## config.mk

```make
export PLATFORM = sky130hd
export DESIGN_NAME = pcall_ctrl
export DESIGN_NICKNAME = d
export VERILOG_FILES = /design/src/rtl/pcall_pkg.sv /design/src/rtl/pcall_rst_sync.sv /design/src/rtl/pcall_code_reg.sv /design/src/rtl/pcall_tx_adapter.sv /design/src/rtl/pcall_rx_adapter.sv /design/src/rtl/pcall_ctrl.sv
export SDC_FILE = /design/constraint.sdc
export NUM_CORES = 1
export LEC_CHECK = 0
export CAP_MARGIN = 20
export CELL_PAD_IN_SITES_DETAIL_PLACEMENT = 0
export CELL_PAD_IN_SITES_GLOBAL_PLACEMENT = 1
export CORE_UTILIZATION = 47
export CTS_BUF_LIST = sky130_fd_sc_hd__clkbuf_8
export DETAILED_ROUTE_END_ITERATION = 7
export DONT_BUFFER_PORTS = 1
export GPL_TIMING_DRIVEN = 0
export PLACE_DENSITY = 0.83
export SLEW_MARGIN = 20
export SYNTH_ARGS = -nofsm -noshare
export SYNTH_HDL_FRONTEND = slang
export SYNTH_HIERARCHICAL = 1
export SYNTH_SLANG_ARGS = --single-unit
export TNS_END_PERCENT = 30
```

## constraint.sdc

```tcl
create_clock -name clk -period 2.37 [get_ports clk]
set_clock_uncertainty 0.15 [all_clocks]
set_input_delay 0.5925 -clock clk [delete_from_list [all_inputs] [get_ports clk]]
set_output_delay 0.5925 -clock clk [all_outputs]
set_load 0.03 [all_outputs]
```

## src/rtl/pcall_pkg.sv

```systemverilog
package pcall_pkg;
  localparam int unsigned CODE_W   = 5;
  localparam int unsigned BYTE_W   = 8;
  localparam int unsigned CODE_SIN = 1;
  localparam int unsigned CODE_SOUT = 2;
endpackage

```

## src/rtl/pcall_rst_sync.sv

```systemverilog
module pcall_rst_sync #(
  parameter int unsigned STAGES = 2
) (
  input  logic clk,
  input  logic rst_n,
  output logic rst_n_sync
);
  logic [STAGES-1:0] sync_q;

  always_ff @(posedge clk or negedge rst_n) begin
    if (!rst_n) sync_q <= '0;
    else        sync_q <= {sync_q[STAGES-2:0], 1'b1};
  end

  assign rst_n_sync = sync_q[STAGES-1];
endmodule

```

## src/rtl/pcall_code_reg.sv

```systemverilog
module pcall_code_reg #(
  parameter int unsigned CODE_W = 5
) (
  input  logic              clk,
  input  logic              rst_n,
  input  logic              nop_valid,
  input  logic [CODE_W-1:0] nop_operand,
  input  logic              done,
  output logic [CODE_W-1:0] code_q
);
  logic [CODE_W-1:0] code_d;
  logic              code_en;
  logic              idle;

  assign idle = (code_q == '0);

  always_comb begin
    code_en = 1'b0;
    code_d  = code_q;
    if (idle) begin
      if (nop_valid && (nop_operand != '0)) begin
        code_en = 1'b1;
        code_d  = nop_operand;
      end
    end else if (done) begin
      code_en = 1'b1;
      code_d  = '0;
    end
  end

  always_ff @(posedge clk or negedge rst_n) begin
    if (!rst_n)       code_q <= '0;
    else if (code_en) code_q <= code_d;
  end
endmodule

```

## src/rtl/pcall_tx_adapter.sv

```systemverilog
module pcall_tx_adapter #(
  parameter int unsigned BYTE_W = 8
) (
  input  logic              clk,
  input  logic              rst_n,
  input  logic              sel,
  input  logic [BYTE_W-1:0] port_byte,
  input  logic              tx_ready,
  output logic              tx_valid,
  output logic [BYTE_W-1:0] tx_data,
  output logic              done
);
  logic sent_q;
  logic sent_d;
  logic fire;

  assign tx_valid = sel && !sent_q;
  assign tx_data  = port_byte;
  assign fire     = tx_valid && tx_ready;

  always_comb begin
    sent_d = sel && (sent_q || fire);
  end

  always_ff @(posedge clk or negedge rst_n) begin
    if (!rst_n) sent_q <= 1'b0;
    else        sent_q <= sent_d;
  end

  assign done = sel && sent_q;
endmodule

```

## src/rtl/pcall_rx_adapter.sv

```systemverilog
module pcall_rx_adapter #(
  parameter int unsigned BYTE_W = 8
) (
  input  logic              clk,
  input  logic              rst_n,
  input  logic              sel,
  input  logic              rx_strobe,
  input  logic [BYTE_W-1:0] rx_byte,
  output logic [BYTE_W-1:0] port_q,
  output logic              done
);
  logic got_q;
  logic got_d;
  logic capture;

  assign capture = sel && !got_q && rx_strobe;

  always_comb begin
    got_d = sel && (got_q || capture);
  end

  always_ff @(posedge clk or negedge rst_n) begin
    if (!rst_n) got_q <= 1'b0;
    else        got_q <= got_d;
  end

  always_ff @(posedge clk or negedge rst_n) begin
    if (!rst_n)       port_q <= '0;
    else if (capture) port_q <= rx_byte;
  end

  assign done = sel && got_q;
endmodule

```

## src/rtl/pcall_ctrl.sv

```systemverilog
module pcall_ctrl #(
  parameter int unsigned CODE_W    = pcall_pkg::CODE_W,
  parameter int unsigned BYTE_W    = pcall_pkg::BYTE_W,
  parameter int unsigned CODE_SIN  = pcall_pkg::CODE_SIN,
  parameter int unsigned CODE_SOUT = pcall_pkg::CODE_SOUT
) (
  input  logic              clk,
  input  logic              rst_n,
  input  logic              nop_valid,
  input  logic [CODE_W-1:0] nop_operand,
  output logic              busy,
  output logic [CODE_W-1:0] pending_code,
  input  logic [BYTE_W-1:0] ser_out_port,
  output logic [BYTE_W-1:0] tx_data,
  output logic              tx_valid,
  input  logic              tx_ready,
  input  logic [BYTE_W-1:0] rx_byte,
  input  logic              rx_strobe,
  output logic [BYTE_W-1:0] ser_in_port
);
  localparam logic [CODE_W-1:0] SIN_C  = CODE_W'(CODE_SIN);
  localparam logic [CODE_W-1:0] SOUT_C = CODE_W'(CODE_SOUT);

  logic              rst_n_int;
  logic [CODE_W-1:0] code_q;
  logic              sel_sin;
  logic              sel_sout;
  logic              sel_other;
  logic              done_sin;
  logic              done_sout;
  logic              done_any;

  pcall_rst_sync #(.STAGES(2)) u_rst (
    .clk        (clk),
    .rst_n      (rst_n),
    .rst_n_sync (rst_n_int)
  );

  pcall_code_reg #(.CODE_W(CODE_W)) u_code (
    .clk         (clk),
    .rst_n       (rst_n_int),
    .nop_valid   (nop_valid),
    .nop_operand (nop_operand),
    .done        (done_any),
    .code_q      (code_q)
  );

  always_comb begin
    sel_sin   = (code_q == SIN_C);
    sel_sout  = (code_q == SOUT_C);
    sel_other = (code_q != '0) && !sel_sin && !sel_sout;
    done_any  = done_sin || done_sout || sel_other;
  end

  pcall_tx_adapter #(.BYTE_W(BYTE_W)) u_tx (
    .clk       (clk),
    .rst_n     (rst_n_int),
    .sel       (sel_sout),
    .port_byte (ser_out_port),
    .tx_ready  (tx_ready),
    .tx_valid  (tx_valid),
    .tx_data   (tx_data),
    .done      (done_sout)
  );

  pcall_rx_adapter #(.BYTE_W(BYTE_W)) u_rx (
    .clk       (clk),
    .rst_n     (rst_n_int),
    .sel       (sel_sin),
    .rx_strobe (rx_strobe),
    .rx_byte   (rx_byte),
    .port_q    (ser_in_port),
    .done      (done_sin)
  );

  assign pending_code = code_q;
  assign busy         = (code_q != '0);
endmodule

```

==> metrics.md <==
| Metric | Value |
|---|---|
| Crit-path cells | `or3_4 -> nor3b_2 -> and2b_2` |
| Core area | `1510 µm²` |
| Worst-case clock buffer depth | `2` |
| Register area share after synthesis | `0.557` |
| Final WL | `1180 µm` |
| Hold crit path type | `flop to asynchronous set/reset pin` |
| Max stage delay cell, worst path | `dfrtp_2` |
| Worst EP required | `1.63 ns` |
| Main combinational cell family by area after synthesis | `simple AND/OR/NAND/NOR gates` |
| WP depth | `3` |
| RePlAce Congestion | `0.678` |
| Worst Tran Pin Value | `0.564 ns` |
| Placement Rows | `14` |
| Final worst path period share | `0.997` |
| Worst reg-to-reg setup slack | `0.29 ns` |
| Initial antenna violation count | `0` |
| CP Buf/Inv Count | `0` |
| Die width | `42.3 µm` |
| Fmax | `0.423 GHz` |
| Final Hold Fails | `0` |
| Commonest non-fill, non-tap cell in the layout | `dfrtp_1` |
| Status | `finished, final reports clean` |
| Mean routed wirelength per cell | `15.7 µm` |
| Max-capacitance violation count | `0` |
| Post-Syn Nets | `79` |
| Number of synthesized flops with an enable pin | `0` |
| Vias post-DR | `444` |
| Clock root cell | `clkbuf_8` |
| CP endpoint kind | `output pin` |
| RSZ-0062 raised after global routing | `true` |
| Worst VDD drop | `0.626 mV` |
| Cells after Synth | `53` |
| IO Pins | `49` |
| Total global routing track utilization | `0.129` |
| Crit-path leading delay family | `simple AND/OR/NAND/NOR gates` |
| Post-Place Cells | `69` |
| Remaining Overflow, GRT | `0` |
| Clock latency on the worst-skew pair | `0.24 ns` |
| Synthesized area per cell | `14.4 µm²` |
| Router iterations before antenna repair | `4` |
| Synth Area in Simple Gates | `0.136` |
| Synth area leaders | `dfrtp_1 (56%), mux2_2 (12%), buf_4 (7.9%)` |
| CTS tree | `done` |
| Largest net degree at the start of global routing | `16` |
| Post-route DRC violation count | `0` |
| Number of global-route vias before repair | `415` |
| Max_slew headroom | `0.624` |
| Leakage power figure | `0.411 nW` |
| Fin cells | `75` |
| Synth Register Bits | `17` |
| CTS Sinks | `17` |
| Die height | `42.3 µm` |
| Antenna cell count | `0` |
| First-pass GRT wire length | `1700 µm` |
| XOR/XNOR share of the synthesized area | `0` |
| Final #Nets | `86` |
| Pwr Total | `1.34 mW` |
| Port bufs | `0` |
| Worst hold-check slack | `0.0802 ns` |
| Largest area contributor in the synthesized netlist | `dfrtp_1` |
| Post-detail-place hpwl | `962 µm` |
| Pwr Density | `1560 nW/µm²` |
| Total CTS buffers | `3` |
| Yosys top cell area share | `0.557` |
| H-Tree Depth | `1` |
| Async SR Flop Fraction | `1.00` |
| Reg clk slew, reported paths | `0.06 ns` |
| Vias/cell | `5.92` |
| Iteration-0 DRC Markers | `8` |
| Top fanout value on the critical path | `4` |
| Synth Area in Adders | `0` |
| Initial Util | `0.507` |
| Yosys warning total | `6` |
| R2R depth | `6` |
| Cell area after synthesis | `763 µm²` |
| Startpoint Class | `flop` |
| Unique masters post-synth | `16` |
| Synth-to-Final Area Change | `13.1%` |
| Arrival time worst endpoint | `1.62 ns` |
| Die Footprint | `1790 µm²` |
| Most frequent cells in the layout | `dfrtp_1 (15), buf_4 (9), mux2_2 (8), a32o_1 (5), clkbuf_8 (3)` |
| Multiplexer share of the synthesized area | `0.118` |
| Setup Crit Path Kind | `flop to output pin` |
| ANT nets after route | `0` |
| Final min period | `2.36 ns` |
| Crit-path max cell delay | `0.49 ns` |
| Final Slew Violations | `0` |
| Compound-Gate Fraction of Synth Area | `0.100` |
| Final setup viols | `0` |
| Share of layout cells above drive strength 1 | `0.525` |
| Synth Flop Type | `dfrtp_1` |
==> power by group <==
group          switching (mW)  leakage (nW)  total, mW  internal (mW)
clock                  0.0822        0.0269      0.196          0.114
sequential              0.328         0.211      0.732          0.403
combinational           0.203         0.173      0.416          0.213
==> cell families after synthesis <==
logic type / after synthesis
compound gates: 8
buf+inv: 9
flops: 17
mux: 8
other cells: 1
simple gates: 10
==> through the flow <==
step	setup TNS [ns]	setup slack [ns]	util	cell area [µm²]
after floorplan	0	0.143	-	763
after global placement	0	0.0422	0.520	783
after detailed placement	0	0.0189	0.520	783
after CTS	-0.00202	-0.00202	0.570	858
after global routing	-0.0206	-0.0206	0.573	863
final	0	0.00701	0.573	863
==> final timing paths <==
check,startpoint,end
setup reg to reg,u_code/code_q[3]$_DFFE_PN0P_,u_code/code_q[2]$_DFFE_PN0P_
hold / removal,u_rst/sync_q[1]$_DFF_PN0_,u_rx/port_q[5]$_DFFE_PN0P_
min in group clk,u_rst/sync_q[0]$_DFF_PN0_,u_rst/sync_q[1]$_DFF_PN0_
hold reg to reg,u_rst/sync_q[1]$_DFF_PN0_,u_rx/port_q[5]$_DFFE_PN0P_
max in group asynchronous,rst_n,u_rst/sync_q[1]$_DFF_PN0_
setup / recovery,u_code/code_q[3]$_DFFE_PN0P_,tx_valid
==> registers in the layout (all words and copies together), names as in the netlist <==
signal         cells
u_rst/sync_q       2
u_rx/port_q        8
u_code/code_q      5
u_tx/sent_q        1
u_rx/got_q         1
==> metal layers <==
| layer | vias up | global-route usage | wire length, µm | share of wire |
|---|---|---|---|---|
| met2 | 30 | 0.228 | 640 | 0.54 |
| met5 | - | 0 | 0 | 0 |
| met1 | 219 | 0.148 | 431 | 0.36 |
| met3 | 0 | 0.0431 | 109 | 0.092 |
| met4 | 0 | 0.0375 | 0 | 0 |
| li1 | 195 | - | - | - |
==> final cells by class <==
cell class              instances  area (µm²)
well taps                      16        20.0
clock buffers                   3        41.3
fillers                       134         643
clock inverters                 1        3.75
flip-flops and latches         17         428
inverters                       1        3.75
repair buffers                  2        17.5
multi-input cells              27         289
plain buffers                   8        60.1
==> worst reg2reg max path: cells and delay by family (launching register included) <==
| kind | cells | cell delay [ns] |
|---|---|---|
| simple gates | 3 | 0.94 |
| flops | 1 | 0.49 |
| compound gates | 2 | 0.31 |
| buf+inv | 1 | 0.08 |
==> cell usage after synthesis, types with 2 or more instances <==
master	n
and2_2	2
buf_4	8
dfrtp_1	17
a32o_1	5
o21a_1	2
mux2_2	8
nor3b_1	2
==> repair_timing <==
action,4_1_cts,5_1_grt
buffers inserted,1,0
endpoints found under the hold margin,2,0
gates resized for setup,4,1
pin swaps,1,1
hold buffers,1,0
setup endpoints to repair,2,6
Power figures use the tool's default switching activity.
